[config.mk]
export PLATFORM = sky130hd
export DESIGN_NAME = serial_port
export DESIGN_NICKNAME = d
export VERILOG_FILES = /design/src/rtl/serial_port_pkg.sv /design/src/rtl/serial_port_ctrl.sv /design/src/rtl/serial_port_dp.sv /design/src/rtl/serial_port.sv
export SDC_FILE = /design/constraint.sdc
export NUM_CORES = 1
export LEC_CHECK = 0
export BUFFER_PORTS_ARGS = -buffer_cell sky130_fd_sc_hd__buf_2
export CAP_MARGIN = 20
export CORE_UTILIZATION = 60
export CTS_CLUSTER_SIZE = 20
export DETAILED_ROUTE_END_ITERATION = 6
export PLACE_DENSITY = 0.9
export SLEW_MARGIN = 20
export SYNTH_ARGS = -nofsm -noshare
export SYNTH_HDL_FRONTEND = slang
export SYNTH_SLANG_ARGS = --single-unit
[constraint.sdc]
create_clock -name clk -period 3.2 [get_ports clk]
set_input_delay 0.32 -clock clk [delete_from_list [all_inputs] [get_ports clk]]
set_output_delay 0.32 -clock clk [all_outputs]
set_load 0.05 [all_outputs]
[src/rtl/serial_port_pkg.sv]
package serial_port_pkg;
  typedef struct packed {
    logic baudIrq;
    logic loop;
    logic twoStop;
    logic brk;
    logic parOdd;
    logic parEn;
    logic ctsEn;
    logic enable;
  } ctrl_t;

  typedef struct packed {
    logic tick;
    logic enable;
    logic ctsEn;
    logic parEn;
    logic parOdd;
    logic brk;
    logic twoStop;
    logic loop;
  } strobe_t;

  typedef enum logic [2:0] {TX_IDLE, TX_START, TX_DATA, TX_PAR, TX_STOP1, TX_STOP2} tx_state_t;
  typedef enum logic [2:0] {RX_IDLE, RX_START, RX_DATA, RX_PAR, RX_STOP} rx_state_t;
endpackage

[src/rtl/serial_port_ctrl.sv]
module serial_port_ctrl
  import serial_port_pkg::*;
#(
  parameter int DIV_W = 16
) (
  input  logic             clk,
  input  logic             rstN,
  input  logic             regWe,
  input  logic             regAddr,
  input  logic [DIV_W-1:0] regWdata,
  input  logic             rxValid,
  output ctrl_t            cfg,
  output strobe_t          strb,
  output logic             rxIrq
);
  localparam int CFG_W = $bits(ctrl_t);

  logic [DIV_W-1:0] divisor;
  logic [DIV_W-1:0] baudCnt;
  logic             tickQ;

  always_ff @(posedge clk or negedge rstN) begin
    if (!rstN) begin
      cfg     <= '0;
      divisor <= '0;
    end else if (regWe) begin
      if (regAddr == 1'b0) cfg <= ctrl_t'(regWdata[CFG_W-1:0]);
      else                 divisor <= regWdata;
    end
  end

  // Down-counter: one tick per underflow, reload from divisor.
  always_ff @(posedge clk or negedge rstN) begin
    if (!rstN) begin
      baudCnt <= '0;
      tickQ   <= 1'b0;
    end else if (baudCnt == '0) begin
      baudCnt <= divisor;
      tickQ   <= 1'b1;
    end else begin
      baudCnt <= baudCnt - 1'b1;
      tickQ   <= 1'b0;
    end
  end

  always_comb begin
    strb.tick    = tickQ;
    strb.enable  = cfg.enable;
    strb.ctsEn   = cfg.ctsEn;
    strb.parEn   = cfg.parEn;
    strb.parOdd  = cfg.parOdd;
    strb.brk     = cfg.brk;
    strb.twoStop = cfg.twoStop;
    strb.loop    = cfg.loop;
  end

  assign rxIrq = cfg.enable ? rxValid : (cfg.baudIrq & tickQ);
endmodule

[src/rtl/serial_port_dp.sv]
module serial_port_dp
  import serial_port_pkg::*;
#(
  parameter int DATA_W = 8,
  parameter int OSR    = 16
) (
  input  logic              clk,
  input  logic              rstN,
  input  strobe_t           strb,
  input  logic [DATA_W-1:0] txData,
  input  logic              txValid,
  output logic              txReady,
  input  logic              cts,
  output logic              txd,
  input  logic              rxd,
  output logic [DATA_W-1:0] rxData,
  output logic              rxValid,
  output logic              rxParityErr
);
  localparam int SUB_W = $clog2(OSR);
  localparam int IDX_W = $clog2(DATA_W);
  localparam logic [SUB_W-1:0] SUB_LAST = SUB_W'(OSR - 1);
  localparam logic [SUB_W-1:0] SUB_MID  = SUB_W'(OSR / 2 - 1);
  localparam logic [IDX_W-1:0] IDX_LAST = IDX_W'(DATA_W - 1);

  // ---------------- transmitter ----------------
  tx_state_t         txState;
  logic [SUB_W-1:0]  txSub;
  logic [IDX_W-1:0]  txIdx;
  logic [DATA_W-1:0] txShift;
  logic              txPar;
  logic              txLine;
  logic              loopLine;

  assign txReady = strb.enable && !strb.brk && (txState == TX_IDLE) && (!strb.ctsEn || cts);

  always_ff @(posedge clk or negedge rstN) begin
    if (!rstN) begin
      txState <= TX_IDLE;
      txSub   <= '0;
      txIdx   <= '0;
      txShift <= '0;
      txPar   <= 1'b0;
    end else if (!strb.enable || strb.brk) begin
      txState <= TX_IDLE;
    end else if (txState == TX_IDLE) begin
      if (txValid && txReady) begin
        txShift <= txData;
        txPar   <= (^txData) ^ strb.parOdd;
        txSub   <= '0;
        txIdx   <= '0;
        txState <= TX_START;
      end
    end else if (strb.tick) begin
      txSub <= (txSub == SUB_LAST) ? '0 : txSub + 1'b1;
      if (txSub == SUB_LAST) begin
        unique case (txState)
          TX_START: txState <= TX_DATA;
          TX_DATA: begin
            txShift <= txShift >> 1;
            txIdx   <= txIdx + 1'b1;
            if (txIdx == IDX_LAST) txState <= strb.parEn ? TX_PAR : TX_STOP1;
          end
          TX_PAR:   txState <= TX_STOP1;
          TX_STOP1: txState <= strb.twoStop ? TX_STOP2 : TX_IDLE;
          TX_STOP2: txState <= TX_IDLE;
          default:  txState <= TX_IDLE;
        endcase
      end
    end
  end

  always_comb begin
    unique case (txState)
      TX_START: txLine = 1'b0;
      TX_DATA:  txLine = txShift[0];
      TX_PAR:   txLine = txPar;
      default:  txLine = 1'b1;
    endcase
  end

  assign loopLine = strb.brk ? 1'b0 : txLine;
  assign txd      = strb.brk ? 1'b0 : (strb.loop ? 1'b1 : txLine);

  // ---------------- receiver ----------------
  rx_state_t         rxState;
  logic [1:0]        rxSync;
  logic [SUB_W-1:0]  rxSub;
  logic [IDX_W-1:0]  rxIdx;
  logic [DATA_W-1:0] rxShift;
  logic              rxParBit;
  logic              rxLine;

  always_ff @(posedge clk or negedge rstN) begin
    if (!rstN) rxSync <= 2'b11;
    else       rxSync <= {rxSync[0], rxd};
  end

  assign rxLine = strb.loop ? loopLine : rxSync[1];
  assign rxData = rxShift;

  always_ff @(posedge clk or negedge rstN) begin
    if (!rstN) begin
      rxState     <= RX_IDLE;
      rxSub       <= '0;
      rxIdx       <= '0;
      rxShift     <= '0;
      rxParBit    <= 1'b0;
      rxValid     <= 1'b0;
      rxParityErr <= 1'b0;
    end else begin
      rxValid     <= 1'b0;
      rxParityErr <= 1'b0;
      if (!strb.enable) begin
        rxState <= RX_IDLE;
      end else if (strb.tick) begin
        unique case (rxState)
          RX_IDLE: begin
            if (!rxLine) begin
              rxState <= RX_START;
              rxSub   <= '0;
            end
          end
          RX_START: begin
            if (rxSub == SUB_MID) begin
              rxSub   <= '0;
              rxIdx   <= '0;
              rxState <= rxLine ? RX_IDLE : RX_DATA;
            end else begin
              rxSub <= rxSub + 1'b1;
            end
          end
          RX_DATA: begin
            if (rxSub == SUB_LAST) begin
              rxSub   <= '0;
              rxShift <= {rxLine, rxShift[DATA_W-1:1]};
              rxIdx   <= rxIdx + 1'b1;
              if (rxIdx == IDX_LAST) rxState <= strb.parEn ? RX_PAR : RX_STOP;
            end else begin
              rxSub <= rxSub + 1'b1;
            end
          end
          RX_PAR: begin
            if (rxSub == SUB_LAST) begin
              rxSub    <= '0;
              rxParBit <= rxLine;
              rxState  <= RX_STOP;
            end else begin
              rxSub <= rxSub + 1'b1;
            end
          end
          RX_STOP: begin
            if (rxSub == SUB_LAST) begin
              rxSub       <= '0;
              rxValid     <= 1'b1;
              rxParityErr <= strb.parEn && (rxParBit != ((^rxShift) ^ strb.parOdd));
              rxState     <= RX_IDLE;
            end else begin
              rxSub <= rxSub + 1'b1;
            end
          end
          default: rxState <= RX_IDLE;
        endcase
      end
    end
  end
endmodule

[src/rtl/serial_port.sv]
module serial_port
  import serial_port_pkg::*;
#(
  parameter int DIV_W  = 16,
  parameter int DATA_W = 8,
  parameter int OSR    = 16
) (
  input  logic              clk,
  input  logic              rstN,
  input  logic              regWe,
  input  logic              regAddr,
  input  logic [DIV_W-1:0]  regWdata,
  input  logic [DATA_W-1:0] txData,
  input  logic              txValid,
  output logic              txReady,
  output logic [DATA_W-1:0] rxData,
  output logic              rxValid,
  output logic              rxParityErr,
  output logic              txd,
  input  logic              rxd,
  input  logic              cts,
  output logic              rxIrq
);
  ctrl_t   cfg;
  strobe_t strb;

  serial_port_ctrl #(.DIV_W(DIV_W)) u_ctrl (
    .clk(clk), .rstN(rstN), .regWe(regWe), .regAddr(regAddr), .regWdata(regWdata),
    .rxValid(rxValid), .cfg(cfg), .strb(strb), .rxIrq(rxIrq)
  );

  serial_port_dp #(.DATA_W(DATA_W), .OSR(OSR)) u_dp (
    .clk(clk), .rstN(rstN), .strb(strb), .txData(txData), .txValid(txValid),
    .txReady(txReady), .cts(cts), .txd(txd), .rxd(rxd), .rxData(rxData),
    .rxValid(rxValid), .rxParityErr(rxParityErr)
  );
endmodule

Word level (Yosys, flattened, before mapping). Index checks and enable logic that the tools add are counted.

Bitwise operators: 5. Add/subtract/negate cells: 5. Muxes and demuxes: 56. Equality and inequality tests: 27. Reduce and logical (&&, ||, !) cells: 34.

Operators by type and width (count): $mux W3 (23); $mux W8 (5); $mux W4 (7); $ne A3 B2 Y1 const B (6); $logic_not A16 Y1 (1); $mux W16 (1); $reduce_and A4 Y1 (4); $reduce_xor A8 Y1 (2); $sub A16 B1 Y16 const B (1); $pmux W3 S5 (1); $mux W1 (14); $eq A3 B2 Y1 const B (4); $eq A3 B3 Y1 const B (4); $pmux W3 S4 (1); $pmux W4 S3 (1); $reduce_and A5 Y1 (2); $reduce_bool A3 Y1 (3); $add A4 B1 Y4 const B (2); $eq A4 B4 Y1 const B (2); $reduce_bool A2 Y1 (4); $reduce_and A7 Y1 (1); $add A3 B1 Y3 const B (2); $eq A3 B1 Y1 const B (2); $logic_not A3 Y1 (2); other kinds (18) (32).

Flip-flop bits (word level): 83. Input bits: 31. Logic and storage cells: 151.

Logic depth before layout (Yosys ltp).
Depth after elaboration: 9. Depth in mapped cells: 7. Depth with buffers taken out: 7.

Cells and area by module. From an unflattened synthesis, not the netlist that was laid out.

Cell total of the unflattened synthesis: 405. Area, all modules: 4250.3 µm².

By module, submodules not included: serial_port_dp (seq. area each 1053.5 µm², area each 2318.5 µm², instances 1, cells each 242); serial_port_ctrl (seq. area each 1026.0 µm², area each 1931.9 µm², instances 1, cells each 163).

Least setup slack after synthesis. No wires, ideal clock.

Kind: reg2out. Start point: reg u_dp.txState[0]. End point: out txReady. Stages on the path, launching flop included: 5. Slack: 0.708 ns. Data arrival time: 2.172 ns. Path through: dfrtp_1 > or3_1 > buf_2 > buf_1 > nor3_1.

Longest elaborated chain between the ends: 3.

RTL lines: start: declaration (RTL line serial_port_dp.sv:27) `tx_state_t txState;`; start signal: assignment (RTL line serial_port_dp.sv:62) `if (txIdx == IDX_LAST) txState <= strb.parEn ? TX_PAR : TX_STOP1;`; start signal: assignment (RTL line serial_port_dp.sv:65) `TX_STOP1: txState <= strb.twoStop ? TX_STOP2 : TX_IDLE;`; $logic_not A3 Y1 (RTL line serial_port_dp.sv:35) `assign txReady = strb.enable && !strb.brk && (txState == TX_IDLE) && (!strb.ctsEn || cts);`; $logic_and A1 B1 Y1 (2 in series) (RTL line serial_port_dp.sv:35); end: declaration (RTL line serial_port.sv:15) `output logic txReady,`.

Every way passes these cells.

Final worst setup path.
Start point: reg u_dp.txState[0]. End point: reg u_dp.txSub[0].

Longest elaborated chain between the ends: 6.

RTL lines: $logic_not A3 Y1 * (RTL line serial_port_dp.sv:35, serial_port_dp.sv:46); $logic_and A1 B1 Y1 (2 in series) (RTL line serial_port_dp.sv:35); $logic_and A1 B1 Y1 (RTL line serial_port_dp.sv:47) `if (txValid && txReady) begin`; $ne A2 B2 Y1 (no line); $reduce_and A3 Y1 (no line); end signal: assignment (RTL line serial_port_dp.sv:55) `txSub <= (txSub == SUB_LAST) ? '0 : txSub + 1'b1;`; end: declaration (RTL line serial_port_dp.sv:28) `logic [SUB_W-1:0] txSub;`.

Every way passes the cells marked *; elsewhere a longest branch is shown, timed or not. A chain may end at the register's enable or synchronous reset.

==> flow_results.org <==
** Final layout
- In the final design database the tool counted roughly 480 nets.
- The library cell used most frequently in the layout, excluding fill and tap cells, is sky130_fd_sc_hd__dfrtp_1.
- In the layout the commonest cells are sky130_fd_sc_hd__dfrtp_1 (81), sky130_fd_sc_hd__nand2_1 (42), sky130_fd_sc_hd__buf_2 (42).
- End-of-flow core utilization :: a little over two thirds
- Number of filler cells placed in the layout :: approximately 460
- 0 antenna diodes ended up in the layout.
- The post-route netlist has 22.7% of its cells at a drive strength greater than 1.
- Compared with the post-synthesis result, the final layout area differs by 10.3%.
- With fillers left out, the area of the finished cells amounts to approximately 4600 µm².

** Clocking
- Num CTS Buffers :: 9
- After clock tree synthesis, the clock-pin slew on the worst setup and hold paths is around 0.090 ns.
- The tree is rooted in a sky130_fd_sc_hd__clkbuf_8.
- Number of gates resized after CTS :: 0
- TritonCTS built the clock tree.
- Buffers added to address setup during post-CTS repair amount to 0.
- The clock tree synthesis step divided the H-tree into 3 levels.
- Sinks on the clock net :: 83
- Largest buffer count on any clock path :: 2
- Clk_lat worst skew :: about 0.35 ns
- Hold buffer count at cts :: 0

** Timing
- The worst path needs about 2.5 ns of the cycle, external delays included.
- Setup repair after global routing missed its margin :: no
- Derived from the worst setup path, the maximum achievable clock frequency is ~0.4 GHz.
- Setup violations remaining at the end of the flow were counted as 0.
- Number of slew-limit violations in the final report :: 0
- Dividing the final minimum period by the clock period gives roughly four fifths.
- Max_slew headroom :: between 40 and 50%
- Final setup slack of the worst path :: between 0.6 and 0.7 ns
- Hold timing on the final database bottoms out at a slack of -0.0218 ns.
- The clock arrives with approximately 0.010 ns of skew.
- The hold violation total from the final report is 9.
- Slew of the pin with the lowest slew margin :: a little over 0.8 ns
- After routing, the total negative slack on setup checks comes to 0 ns.

** Drt
- After detailed routing, the number of vias per cell comes to ~6.
- Number of iterations in the first detailed-routing pass :: 5
- Antenna-violating nets left :: 0
- In the routed design, unresolved DRC markers number 0.
- For this block, the via count after detailed routing is between 3,000 and 4,000.
- First-iteration detailed-routing DRC count :: 216
- Dividing the detail-routed wire length by the instance count gives about 16 µm.
- Wires add up to approximately 8300 µm.

** Place
- Final HPWL from detailed placement :: 5640 µm
- The congestion estimate from routability-driven global placement came to slightly below 0.9.
- Placement-stage cell area :: roughly 4400 µm²
- Input and output buffers added on the ports amount to between 40 and 50.
- Worst slack at placement :: 0.744 ns

** Critical path
- Worst path max stage delay :: ~0.67 ns
- Register-to-register setup slack :: 0.70 ns
- CP endpoint kind :: flip-flop
- Maximum fanout along the worst path :: 17
- The critical path runs through a total of 5 cells.
- CP startpoint kind :: flip-flop
- The largest individual stage delay along the critical path comes from the cell sky130_fd_sc_hd__or3_1.
- Critical path type :: reg2reg
- In this design, the largest share of critical-path delay is due to simple AND/OR/NAND/NOR gates.
- R2R cell count :: 5
- Arrival time at the worst endpoint :: roughly 2.7 ns
- The number of buffers and inverters on the critical path is 0.
- Sequence of cells on the critical path :: or3_1 -> and2_1 -> o21ai_0 -> nor3_1 -> a21o_1
- At the worst endpoint, the required time is around 3.4 ns.

** Power and ir drop
- The worst-case IR drop observed on VDD is 0.341 mV.
- The analysis attributes to net switching a power of 0.856 mW.
- The share of total power dissipated in combinational logic is a little over a fifth.
- Leakage power :: 2.04 nW
- Internal power :: 1.83 mW
- Of the total power, the share spent switching nets is between 30% and 40%.
- Power density normalized to cell area :: between 500 and 600 nW/µm²
- Clk network pwr share :: 24.9%
- Sequential cells burn between 50% and 60% of the power.

** Floorplan
- Chip height :: around 85 µm
- Overall die width :: 85.0 µm
- Top-Level Pins :: 44
- Core Rows :: 29
- Starting density of the core :: between 60% and 70%
- The total area inside the core boundary comes to about 6500 µm².
- Overall die area :: about 7200 µm²

** Global route
- The first global-routing pass estimated around 14,000 µm of wire.
- The number of antenna violations at the first check in global routing was 0.
- The number of global-route vias before repair was approximately 3,000.
- Global route overflow :: 0
- Pin count of the biggest net entering global routing :: 84
- GRT Total Usage :: between 20 and 30%

** Yosys
- Cell accounting for the most synthesized area :: sky130_fd_sc_hd__dfrtp_1
- The synthesized design contains 83 register bits.
- Simple logic cell fraction of the synthesized area :: between 10% and 20%
- Async set or reset register ratio after synthesis :: 100%
- By area, the combinational part of the netlist is dominated by simple AND/OR/NAND/NOR gates.
- Yosys warns :: 0
- Area share of xor/xnor cells in the synthesized design :: between 6 and 7%
- The synthesized netlist devotes between 2 and 2.5% of its cell area to adder and majority cells.
- Share of the synthesized area in compound gates (AO/OA/AOI/OAI) :: between 10% and 20%
- Netlist area before placement :: just over 4000 µm²
- Seq/Total Area, Yosys :: about half
- Counting flops with a built-in enable in the synthesized netlist gives 0.
- Mux cell area share after synthesis :: about a tenth
- Summed over its instances, the top area cell type makes up 49.0% of the synthesized netlist area.
- When the netlist entered floorplanning its net count stood at around 440.
- Averaged over all synthesized cells, the footprint is a little over 10 µm².
- Largest cells by area after synthesis :: sky130_fd_sc_hd__dfrtp_1 (49%), sky130_fd_sc_hd__mux2_2 (8.7%), sky130_fd_sc_hd__xnor2_1 (4.9%)
- Synth unique cells :: 52
- Prevailing post-synth register cell :: sky130_fd_sc_hd__dfrtp_1
- Synthesis handed over a netlist of about 400 instances.

** Worst hold path
- Worst hold path type :: in2async

** Flow run
- Max-cap check violation count :: 0

** Outcome
- The checks that failed: hold timing.
- The flow ran to the end, but the final reports show violations.
-- area by class of cell --
class | instances | area, µm² | share of cell area (%)
multi-input combinational | 287 | 1950 | 42.6
clock buffer | 12 | 145 | 3.18
clock inverter | 4 | 27.5 | 0.603
sequential | 83 | 2080 | 45.5
timing repair buffer | 44 | 229 | 5.02
tap | 77 | 96.3 | 2.11
inverter | 11 | 41.3 | 0.904
-- flip-flops by register name, indices dropped and copies added, names as in the netlist --
signal,count
u_ctrl.baudCnt,16
u_ctrl.divisor,16
u_ctrl.cfg,8
u_dp.rxData,8
u_dp.txShift,8
u_dp.rxSub,4
u_dp.txSub,4
u_dp.rxIdx,3
u_dp.rxState,3
u_dp.txIdx,3
u_dp.txState,3
u_dp.rxSync,2
u_ctrl.tickQ,1
u_dp.rxParBit,1
u_dp.rxParityErr,1
u_dp.rxValid,1
u_dp.txPar,1
-- power by group through the flow --
stage / Sequential [mW] / Clock [mW] / Combinational, mW
global route: 1.48 / 0.712 / 0.640
CTS: 1.44 / 0.683 / 0.572
floorplan: 1.41 / 0 / 0.449
finish: 1.45 / 0.670 / 0.572
detailed placement: 1.46 / 0 / 0.562
global placement: 1.45 / 0 / 0.533
-- worst reg2reg max path: stages (launching register included) --
cell                      delay [ns]
sky130_fd_sc_hd__dfrtp_1        0.51
sky130_fd_sc_hd__or3_1          0.67
sky130_fd_sc_hd__and2_1         0.33
sky130_fd_sc_hd__o21ai_0        0.55
sky130_fd_sc_hd__nor3_1         0.15
sky130_fd_sc_hd__a21o_1         0.19
-- metrics by stage --
step                      std cells  total power, mW
after detailed placement        502             2.02
after global routing            518             2.83
after floorplan                 399             1.86
final                           518             2.69
after CTS                       518             2.70
after global placement          502             1.98
-- kinds of logic (layout without fill, tap and decap cells) --
family,count (synthesis),count (layout)
simple gates,144,144
fa+ha+maj,8,8
buf+inv,29,71
compound gates,68,68
flops,83,83
mux,36,36
xor+xnor,31,31
-- layer usage --
layer	vias up	GRT usage, %	share of wire, %
met1	1500	33.0	44
met4	0	12.3	2.9
met2	103	40.4	48
met3	26	5.06	5.2
met5	-	0	0
li1	1471	-	-
-- path summary, 6_finish.rpt --
check | startpoint | end
worst max-delay path | u_dp.txState[0] | u_dp.txSub[0]
worst min-delay path | rstN | u_ctrl.baudCnt[4]
worst max register to register | u_dp.txState[0] | u_dp.txSub[0]
worst min register to register | u_dp.rxSync[0] | u_dp.rxSync[1]
max in group asynchronous | rstN | u_ctrl.baudCnt[7]
min in group clk | rxd | u_dp.rxSync[0]
-- cells in the mapped netlist (2+ instances only) --
| cell | number |
|---|---|
| sky130_fd_sc_hd__dfrtp_1 | 81 |
| sky130_fd_sc_hd__nand2_1 | 42 |
| sky130_fd_sc_hd__nor2_1 | 38 |
| sky130_fd_sc_hd__mux2_2 | 32 |
| sky130_fd_sc_hd__xnor2_1 | 23 |
| sky130_fd_sc_hd__a21oi_1 | 19 |
| sky130_fd_sc_hd__o21ai_0 | 18 |
| sky130_fd_sc_hd__clkbuf_1 | 11 |
| sky130_fd_sc_hd__inv_1 | 11 |
| sky130_fd_sc_hd__nand3_1 | 10 |
| sky130_fd_sc_hd__nor3_1 | 10 |
| sky130_fd_sc_hd__a31oi_1 | 9 |
| sky130_fd_sc_hd__ha_1 | 8 |
| sky130_fd_sc_hd__xor2_1 | 8 |
| sky130_fd_sc_hd__nor2b_1 | 7 |
| sky130_fd_sc_hd__buf_2 | 6 |
| sky130_fd_sc_hd__or3_1 | 5 |
| sky130_fd_sc_hd__a21o_1 | 4 |
| sky130_fd_sc_hd__mux2i_1 | 4 |
| sky130_fd_sc_hd__nand2b_1 | 4 |
| sky130_fd_sc_hd__nor4_1 | 4 |
| sky130_fd_sc_hd__and2_1 | 3 |
| sky130_fd_sc_hd__nand3b_1 | 3 |
| sky130_fd_sc_hd__nor4b_1 | 3 |
| sky130_fd_sc_hd__a2111oi_0 | 2 |
| sky130_fd_sc_hd__a21boi_0 | 2 |
| sky130_fd_sc_hd__and3_1 | 2 |
| sky130_fd_sc_hd__dfstp_2 | 2 |
| sky130_fd_sc_hd__nand4b_1 | 2 |
| sky130_fd_sc_hd__nor4_4 | 2 |
| sky130_fd_sc_hd__o21a_1 | 2 |
| sky130_fd_sc_hd__or2_2 | 2 |
Note: power is estimated with default switching activity, not from simulation.
